$ cat src/rtl/wvs_pkg.sv
package wvs_pkg;

    typedef enum logic [2:0] {
        OP_NOP     = 3'd0,
        OP_ACCESS  = 3'd1,
        OP_LOCK    = 3'd2,
        OP_UNLOCK  = 3'd3,
        OP_SETMASK = 3'd4
    } wvs_op_e;

    typedef struct packed {
        logic vld;
        logic dty;
        logic lck;
        logic used;
    } wvs_line_t;

endpackage

$ cat src/rtl/wvs_first_one.sv
module wvs_first_one #(
    parameter int N = 8,
    parameter int W = 3
) (
    input  logic [N-1:0] vec_i,
    output logic         found_o,
    output logic [W-1:0] idx_o
);

    always_comb begin
        found_o = 1'b0;
        idx_o   = '0;
        for (int i = N - 1; i >= 0; i--) begin
            if (vec_i[i]) begin
                found_o = 1'b1;
                idx_o   = W'(i);
            end
        end
    end

endmodule

$ cat src/rtl/wvs_mask_bank.sv
module wvs_mask_bank #(
    parameter int WAYS  = 8,
    parameter int NREQ  = 5,
    parameter int IDX_W = 3
) (
    input  logic                 clk_i,
    input  logic                 rst_ni,
    input  logic                 wr_en_i,
    input  logic [IDX_W-1:0]     idx_i,
    input  logic [WAYS-1:0]      wr_mask_i,
    output logic [WAYS-1:0]      rd_mask_o,
    output logic                 reject_o,
    output logic [NREQ*WAYS-1:0] masks_o
);

    logic [NREQ-1:0][WAYS-1:0] mask_d, mask_q;

    assign reject_o  = &wr_mask_i;
    assign rd_mask_o = mask_q[idx_i];
    assign masks_o   = mask_q;

    always_comb begin
        mask_d = mask_q;
        if (wr_en_i && !reject_o) begin
            mask_d[idx_i] = wr_mask_i;
        end
    end

    always_ff @(posedge clk_i) begin
        if (!rst_ni) begin
            mask_q <= '0;
        end else begin
            mask_q <= mask_d;
        end
    end

endmodule

$ cat src/rtl/way_victim_sel.sv
module way_victim_sel
    import wvs_pkg::*;
#(
    parameter int WAYS  = 8,
    parameter int NCORE = 4,
    localparam int WAY_W = (WAYS > 1) ? $clog2(WAYS) : 1,
    localparam int REQ_W = $clog2(NCORE + 1)
) (
    input  logic             clk_i,
    input  logic             rst_ni,
    input  logic [2:0]       op_i,
    input  logic [REQ_W-1:0] req_id_i,
    input  logic             hit_i,
    input  logic [WAY_W-1:0] hit_way_i,
    input  logic             wr_i,
    input  logic [WAYS-1:0]  mask_i,
    output logic             rsp_valid_o,
    output logic [WAY_W-1:0] rsp_way_o,
    output logic             rsp_wb_o,
    output logic             rsp_status_o
);

    localparam int NREQ  = NCORE + 1;
    localparam int NPICK = 3;

    typedef struct packed {
        wvs_line_t [WAYS-1:0] line;
        logic                 rsp_vld;
        logic [WAY_W-1:0]     rsp_way;
        logic                 rsp_wb;
        logic                 rsp_st;
    } state_t;

    state_t s_d, s_q;

    wvs_op_e                op;
    logic [REQ_W-1:0]       req_idx;
    logic [WAYS-1:0]        sel_mask;
    logic                   mask_rej;
    logic                   mask_we;
    logic [NREQ*WAYS-1:0]   all_masks;

    logic [WAYS-1:0] vld_v, dty_v, lock_v, used_v, elig_v;
    logic [WAYS-1:0] hit_bit, vic_bit;
    logic [NPICK-1:0][WAYS-1:0]  cand;
    logic [NPICK-1:0]            found;
    logic [NPICK-1:0][WAY_W-1:0] pos;
    logic [WAY_W-1:0] victim;
    logic             roll;
    logic             spare_hit, spare_miss;
    logic             alloc, alloc_dty, alloc_lck;

    assign op      = wvs_op_e'(op_i);
    assign req_idx = (req_id_i >= REQ_W'(NCORE)) ? REQ_W'(NCORE) : req_id_i;

    wvs_mask_bank #(
        .WAYS  (WAYS),
        .NREQ  (NREQ),
        .IDX_W (REQ_W)
    ) u_masks (
        .clk_i     (clk_i),
        .rst_ni    (rst_ni),
        .wr_en_i   (mask_we),
        .idx_i     (req_idx),
        .wr_mask_i (mask_i),
        .rd_mask_o (sel_mask),
        .reject_o  (mask_rej),
        .masks_o   (all_masks)
    );

    always_comb begin
        for (int w = 0; w < WAYS; w++) begin
            vld_v[w]  = s_q.line[w].vld;
            dty_v[w]  = s_q.line[w].dty;
            lock_v[w] = s_q.line[w].lck;
            used_v[w] = s_q.line[w].used;
        end
    end

    // Candidate sets in priority order: invalid, not-recently-used, any eligible.
    assign elig_v  = ~sel_mask & ~lock_v;
    assign cand[0] = elig_v & ~vld_v;
    assign cand[1] = elig_v & ~used_v;
    assign cand[2] = elig_v;

    for (genvar g = 0; g < NPICK; g++) begin : g_pick
        wvs_first_one #(
            .N (WAYS),
            .W (WAY_W)
        ) u_pick (
            .vec_i   (cand[g]),
            .found_o (found[g]),
            .idx_o   (pos[g])
        );
    end

    assign victim     = found[0] ? pos[0] : (found[1] ? pos[1] : pos[2]);
    assign roll       = !found[0] && !found[1];
    assign hit_bit    = WAYS'(1) << hit_way_i;
    assign vic_bit    = WAYS'(1) << victim;
    assign spare_hit  = (elig_v & ~hit_bit) != '0;
    assign spare_miss = (elig_v & ~vic_bit) != '0;

    always_comb begin
        s_d         = s_q;
        s_d.rsp_vld = 1'b0;
        s_d.rsp_way = '0;
        s_d.rsp_wb  = 1'b0;
        s_d.rsp_st  = 1'b0;
        mask_we     = 1'b0;
        alloc       = 1'b0;
        alloc_dty   = 1'b0;
        alloc_lck   = 1'b0;

        unique case (op)
            OP_ACCESS: begin
                s_d.rsp_vld = 1'b1;
                if (hit_i) begin
                    s_d.rsp_way                 = hit_way_i;
                    s_d.line[hit_way_i].used    = 1'b1;
                    if (wr_i) s_d.line[hit_way_i].dty = 1'b1;
                end else if (!found[2]) begin
                    s_d.rsp_st = 1'b1;
                end else begin
                    alloc     = 1'b1;
                    alloc_dty = wr_i;
                end
            end
            OP_LOCK: begin
                s_d.rsp_vld = 1'b1;
                if (hit_i) begin
                    s_d.rsp_way = hit_way_i;
                    if (!lock_v[hit_way_i]) begin
                        if (spare_hit) s_d.line[hit_way_i].lck = 1'b1;
                        else           s_d.rsp_st = 1'b1;
                    end
                end else if (found[2] && spare_miss) begin
                    alloc     = 1'b1;
                    alloc_lck = 1'b1;
                end else begin
                    s_d.rsp_st = 1'b1;
                end
            end
            OP_UNLOCK: begin
                s_d.rsp_vld = 1'b1;
                if (hit_i) begin
                    s_d.rsp_way         = hit_way_i;
                    s_d.rsp_st          = lock_v[hit_way_i];
                    s_d.rsp_wb          = vld_v[hit_way_i] & dty_v[hit_way_i];
                    s_d.line[hit_way_i] = '0;
                end
            end
            OP_SETMASK: begin
                s_d.rsp_vld = 1'b1;
                mask_we     = 1'b1;
                s_d.rsp_st  = mask_rej;
            end
            default: ;
        endcase

        if (alloc) begin
            if (roll) begin
                for (int w = 0; w < WAYS; w++) begin
                    if (elig_v[w]) s_d.line[w].used = 1'b0;
                end
            end
            s_d.rsp_way          = victim;
            s_d.rsp_wb           = vld_v[victim] & dty_v[victim];
            s_d.line[victim].vld  = 1'b1;
            s_d.line[victim].dty  = alloc_dty;
            s_d.line[victim].lck  = alloc_lck;
            s_d.line[victim].used = 1'b1;
        end
    end

    always_ff @(posedge clk_i) begin
        if (!rst_ni) begin
            s_q <= '0;
        end else begin
            s_q <= s_d;
        end
    end

    assign rsp_valid_o  = s_q.rsp_vld;
    assign rsp_way_o    = s_q.rsp_way;
    assign rsp_wb_o     = s_q.rsp_wb;
    assign rsp_status_o = s_q.rsp_st;

endmodule

$ cat config.mk
export PLATFORM = sky130hd
export DESIGN_NAME = way_victim_sel
export DESIGN_NICKNAME = d
export VERILOG_FILES = /design/src/rtl/wvs_pkg.sv /design/src/rtl/wvs_first_one.sv /design/src/rtl/wvs_mask_bank.sv /design/src/rtl/way_victim_sel.sv
export SDC_FILE = /design/constraint.sdc
export NUM_CORES = 1
export LEC_CHECK = 0
export BUFFER_PORTS_ARGS = -buffer_cell sky130_fd_sc_hd__buf_2
export CAP_MARGIN = 40
export CORE_ASPECT_RATIO = 0.7
export CORE_MARGIN = 2
export CORE_UTILIZATION = 40
export CTS_CLUSTER_SIZE = 28
export DETAILED_ROUTE_END_ITERATION = 10
export SYNTH_ARGS = -nofsm -noshare
export SYNTH_HDL_FRONTEND = slang
export SYNTH_SLANG_ARGS = --single-unit
$ cat constraint.sdc
create_clock -name clk_i -period 9.78 [get_ports clk_i]
set_input_delay 1.956 -clock clk_i [delete_from_list [all_inputs] [get_ports clk_i]]
set_output_delay 1.956 -clock clk_i [all_outputs]
set_load 0.005 [all_outputs]
Word level (Yosys, flattened, before mapping)
Index checks and enable logic that the tools add are counted.

word-level totals
  register bits after elaboration = 78
  bits of input ports = 21
  output and inout port bits = 6
  word-level logic and storage cells = 227

operators by class
  $lt $le $gt $ge = 7
  eq/ne operators = 4
  shift-type cells = 2
  muxes and demuxes = 144
  bitwise logic cells = 15
  reduce and logical (&&, ||, !) cells = 14

operators by type and width
  cell                   count
  $bwmux W32             7
  $mux W32               7
  $demux W4 S3           8
  $pmux W32 S3           1
  $mux W3                30
  $mux W1                72
  $not A8 Y8             6
  $and A8 B8 Y8          5
  $bwmux W40             1
  $and A32 B32 Y32       1
  $not A32 Y32           1
  $bmux W8 S3            1
  $demux W8 S3           1
  $mux W8                2
  $reduce_bool A8 Y1     2
  $shl A1 B3 Y8 const A  2
  $bmux W1 S3            5
  $lt A3 B4 Y1 const B   3
  $mux W4                3
  $ge A3 B1 Y1 const B   3
  $reduce_and A8 Y1      1
  $eq A3 B2 Y1 const B   2
  $logic_and A1 B1 Y1    6
  $pmux W3 S2            1
  11 further kinds       15

Logic depth before layout (Yosys ltp)
  depth after elaboration = 31
  depth in mapped cells = 16

Cells and area by module
A second synthesis with hierarchy kept.

second synthesis, totals
  cell total of the unflattened synthesis = 584
  area total of the unflattened synthesis = 4,858.4 µm²

by module, submodules not included
  module          times used  cells an instance  area each (µm²)  seq. area each (µm²)
  way_victim_sel  1           363                2,696.3          760.7
  wvs_mask_bank   1           182                1,921.8          800.8
  wvs_first_one   3           13                 80.1             0.0

Worst setup path before layout
No wires, ideal clock.

  path type = input-to-reg
  start = in req_id_i[0]
  end = reg s_q, in the netlist rsp_way_o[1]
  setup time = 117 ps
  data arrival time = 5,093 ps
  slack = 4,570 ps
  cell stages on the path = 13
  cell sequence = clkbuf_1 nor2_1 a222oi_1 nor3_1 nor4_2 nor4b_4 a221oi_2 or4_1 a32oi_1 o221a_4 buf_6 a21oi_2 a22o_1

on the way
  longest elaborated chain between the ends = 26
  elaborated cells on any way between the ends = 69

ends and longest elaborated chain
  what                                                     line                   source
  from (decl)                                              way_victim_sel.sv:12   input logic [REQ_W-1:0] req_id_i,
  $ge A3 B3 Y1                                             way_victim_sel.sv:54   assign req_idx = (req_id_i >= REQ_W'(NCORE)) ? REQ_W'(NCORE) : req_id_i;
  $mux W3 *                                                way_victim_sel.sv:54
  $bmux W8 S3 *                                            wvs_mask_bank.sv:19    assign rd_mask_o = mask_q[idx_i];
  $mux W8 (implied by the code) *                          wvs_mask_bank.sv:19
  $not A8 Y8 *                                             way_victim_sel.sv:81   assign elig_v = ~sel_mask & ~lock_v;
  $and A8 B8 Y8 *                                          way_victim_sel.sv:81
  $and A8 B8 Y8                                            way_victim_sel.sv:83   assign cand[1] = elig_v & ~used_v;
  $mux W3 / $mux W1 (equally long branches) (8 in series)  wvs_first_one.sv:14    if (vec_i[i]) begin
  (+3 left out)                                            -
  $not A8 Y8                                               way_victim_sel.sv:102  assign spare_miss = (elig_v & ~vic_bit) != '0;
  $and A8 B8 Y8                                            way_victim_sel.sv:102
  $reduce_bool A8 Y1                                       way_victim_sel.sv:102
  $logic_and A1 B1 Y1                                      way_victim_sel.sv:137  end else if (found[2] && spare_miss) begin
  $mux W1                                                  way_victim_sel.sv:137
  $mux W1                                                  way_victim_sel.sv:131  if (hit_i) begin
  $pmux W1 S2                                              way_victim_sel.sv:115  unique case (op)
  $mux W4 *                                                way_victim_sel.sv:161  if (alloc) begin
  to (signal assigned)                                     way_victim_sel.sv:178  s_q <= '0;
  to (signal assigned)                                     way_victim_sel.sv:180  s_q <= s_d;
  to (decl)                                                way_victim_sel.sv:34   state_t s_d, s_q;

Mark *: on every way between the ends. The rest lies on a longest branch, timed or not. The select of a mux whose other input is x is not followed.
A chain may end at the register's enable or synchronous reset.

Final worst setup path
  start = in req_id_i[1]
  end = reg s_q[10] (netlist bit)

on the way
  longest elaborated chain between the ends = 26
  elaborated cells on any way between the ends = 93

ends and longest elaborated chain
  what                                                     line
  $ge A3 B3 Y1                                             way_victim_sel.sv:54
  $mux W3 *                                                way_victim_sel.sv:54
  $bmux W8 S3 *                                            wvs_mask_bank.sv:19
  $mux W8 (implied by the code) *                          wvs_mask_bank.sv:19
  $not A8 Y8 *                                             way_victim_sel.sv:81
  $and A8 B8 Y8 *                                          way_victim_sel.sv:81
  $and A8 B8 Y8                                            way_victim_sel.sv:83
  $mux W3 / $mux W1 (equally long branches) (8 in series)  wvs_first_one.sv:14
  (+3 left out)                                            -
  $not A8 Y8                                               way_victim_sel.sv:102
  $and A8 B8 Y8                                            way_victim_sel.sv:102
  $reduce_bool A8 Y1                                       way_victim_sel.sv:102
  $logic_and A1 B1 Y1                                      way_victim_sel.sv:137
  $mux W1                                                  way_victim_sel.sv:137
  $mux W1                                                  way_victim_sel.sv:131
  $pmux W1 S2                                              way_victim_sel.sv:115
  $mux W32 *                                               way_victim_sel.sv:161

Marked as above.

==> flow_metrics.env <==
export IMPL_worst_path_dominant_cell_family="compound AO/OA/AOI/OAI gates"
export IMPL_synth_seq_cells=78
export IMPL_grt_max_degree=69
export IMPL_dp_cells=714
export IMPL_rsz0062_at_grt="false"
export IMPL_min_to="u_masks.masks_o[3]$_SDFFE_PN0P_"
export IMPL_arrival_ns=6.76
export IMPL_pin_count=27
export IMPL_crit_buf_inv=1
export IMPL_cts_setup_buffers=0
export IMPL_power_density_nw_per_um2=143
export IMPL_cts_inserted_buffers=9
export IMPL_synth_nets=578
export IMPL_slowest_stage="a221oi_2"
export IMPL_antenna_cells=0
export IMPL_clk_latency_ns=0.34
export IMPL_finalSetupViolCount=0
export IMPL_ctsHoldBuffers=0
export IMPL_max_freq_mhz=153
export IMPL_maxCapViolations=0
export IMPL_wirelength_um=15900
export IMPL_r2r_end="s_q[10]$_SDFF_PN0_"
export IMPL_max_stage_delay_ns=0.90
export IMPL_synthesis_area_um2=4650
export IMPL_crit_fanout=23
export IMPL_synth_cells=557
export IMPL_overflow=0
export IMPL_avgViaCountPerCell=6.29
export IMPL_status="complete, no violations"
export IMPL_place_gp_congestion=0.986
export IMPL_min_period_ns=6.54
export IMPL_finalSetupTns_ns=0
export IMPL_reg2regPathDepth=12
export IMPL_row_count=32
export IMPL_fin_area_um2=5160
export IMPL_fp_dieW_um=133
export IMPL_cts_num_sinks=78
export IMPL_core_area_um2=11200
export IMPL_crit_type="input port to flop"
export IMPL_grt_use_total_pct=26.4
export IMPL_fin_crit_sh_pct=66.9
export IMPL_whs_path_depth=2
export IMPL_post_route_util_pct=46.2
export IMPL_min_from="u_masks.masks_o[3]$_SDFFE_PN0P_"
export IMPL_synth_edf_count=0
export IMPL_hold_path_class="flop to flop"
export IMPL_htreeDepth=3
export IMPL_netlist_cell_type_count=66
export IMPL_finalHoldViolCount=0
export IMPL_grt_pass1_vias=4353
export IMPL_required_ns=10.00
export IMPL_root_buffer="clkbuf_16"
export IMPL_ant_nets=0
export IMPL_path_cells="buf_2, mux2i_1, a222oi_1, nor2_1, a211oi_1, o311ai_1, a221oi_2, nand2_1, or3_1, a32oi_1, o221a_4, a21o_4, o22ai_1"
export IMPL_vias=4588
export IMPL_drt_iter0_markers=655
export IMPL_slew_headroom_pct=30.5
export IMPL_placed_area_um2=4880
export IMPL_dr_pass1_iters=5
export IMPL_portBuffers=26
export IMPL_tightest_slew_ns=1.04
export IMPL_ys_warnings_count=0
export IMPL_ctsResizeCount=0
export IMPL_r2r_start="u_masks.masks_o[29]$_SDFFE_PN0P_"
export IMPL_peakVddDrop_v=0.0000788
export IMPL_layout_nets=593
export IMPL_instances_no_fill=729
export IMPL_routedWlPerCell_um=21.9
export IMPL_grt_pass1_wl_um=25000
export IMPL_fp_dieArea_um2=12500
export IMPL_initial_core_util_pct=41.6
export IMPL_synthArstFlopShare_pct=0
export IMPL_cts_reportedPaths_clkPinSlew_ns=0.06
export IMPL_drv_slew=0
export IMPL_whs_ns=0.463
export IMPL_power_leakage_uw=0.00195
export IMPL_antenna_found_initial=0
export IMPL_die_h_um=94.2
export IMPL_r2r_slack_ns=5.09
export IMPL_synth_seq_area_share_pct=33.6
export IMPL_clockBufferDepth=2
export IMPL_cts_tree="yes"
export IMPL_synth_flop_cell="dfxtp_1"
export IMPL_area_delta_synth_final_pct=11.1
export IMPL_drive_gt1_share_pct=13.7
export IMPL_synth_area_per_cell_um2=8.35
export IMPL_critPathCaptureType="flop"
export IMPL_final_setup_skew_ns=0.00466
export IMPL_start_kind="input port"
export IMPL_dp_final_hpwl_um=11600
export IMPL_post_route_drc_count=0
sequential cells by signal (all words and copies together), names as in the netlist:
name and flops:
rsp_wb_o 1, s_q 16, dty_v 8, rsp_way_o 3, rsp_valid_o 1, rsp_status_o 1, u_masks.masks_o 40, lock_v 8
Yosys cell counts, drive strengths merged (3+ instances only):
cell	count	area share [%]
a211oi	12	1.9
a21boi	11	1.8
a21oi	34	3.7
a221oi	4	0.89
a222oi	4	0.86
a22o	12	2.3
a22oi	9	1.5
a32oi	4	0.75
and2	7	0.94
and3	3	0.40
buf	13	2.0
clkbuf	19	1.5
dfxtp	78	34
inv	13	1.0
mux2i	51	11
nand2	59	4.9
nand2b	3	0.40
nand3	14	1.5
nand4	6	0.81
nor2	38	3.1
nor2b	34	4.6
nor3	23	2.5
nor3b	3	0.48
o211ai	3	0.48
o21a	8	1.3
o21ai	12	1.3
o221ai	6	1.3
o22a	5	0.94
o22ai	15	2.0
o32a	3	0.65
or2	17	2.3
or3	6	0.81
worst reg2reg max path, stage by stage (launching register included):
cell,delay (ns)
dfxtp_1,0.34
mux2i_1,0.09
a222oi_1,0.83
nor2_1,0.30
a211oi_1,0.27
o311ai_1,0.16
a221oi_2,0.90
nand2_1,0.22
or3_1,0.37
a32oi_1,0.23
o221a_4,0.42
a21o_4,0.32
o22ai_1,0.13
cells in the final DEF (no fill, tap or decap), types with 8 or more instances in the layout:
cell,instances
nor2b_1,34
o21a_1,8
o22ai_1,15
a21boi_0,9
clkbuf_16,9
nand3_1,14
a21oi_1,33
buf_4,9
or2_2,14
dfxtp_1,78
a22o_1,12
nand2_1,57
nor2_1,38
a22oi_1,9
o21ai_1,8
mux2i_1,51
nor3_1,23
inv_1,13
a211oi_1,12
buf_2,27
stage by stage:
stage / total power, uW / setup WS [ns]
after floorplan: 387 / 4.57
after detailed placement: 417 / 3.11
after global routing: 763 / 2.88
final: 740 / 3.24
after global placement: 417 / 3.10
after CTS: 741 / 3.42
layer usage:
metal / up-vias / global-route usage, % / share of wire, %
met5: - / 0 / 0
met4: 0 / 7.89 / 1.8
met3: 31 / 10.2 / 11
met2: 224 / 36.7 / 40
met1: 2226 / 37.3 / 47
li1: 2107 / - / -
kinds of logic after synthesis:
kind of cell    synth area share, %
xor+xnor                      0.188
simple gates                   23.9
buf+inv                        4.55
flops                          33.6
compound gates                 25.8
mux                            12.0
power breakdown:
group	total, uW	switching, uW	internal [uW]
sequential	326	4.09	322
combinational	87.4	59.3	28.1
clock	327	136	191
worst max path at each step:
stage | from | end | slack (ns) | cells after the start
finish | req_id_i[1] | s_q[10]$_SDFF_PN0_ | 3.24 | 13
global route | req_id_i[1] | s_q[10]$_SDFF_PN0_ | 2.88 | 13
CTS | req_id_i[1] | s_q[10]$_SDFF_PN0_ | 3.42 | 13
detailed placement | req_id_i[1] | s_q[10]$_SDFF_PN0_ | 3.11 | 13
global placement | req_id_i[1] | s_q[10]$_SDFF_PN0_ | 3.10 | 13
floorplan | req_id_i[0] | rsp_way_o[1]$_SDFF_PN0_ | 4.57 | 13
cell type report:
cell class / count / area [um2]
clock buffers: 12 / 267
inverters: 13 / 48.8
flip-flops and latches: 78 / 1560
multi-input cells: 434 / 2880
fillers: 1112 / 6010
well taps: 153 / 191
clock inverters: 3 / 18.8
repair buffers: 36 / 203
Power figures use the tool's default switching activity.
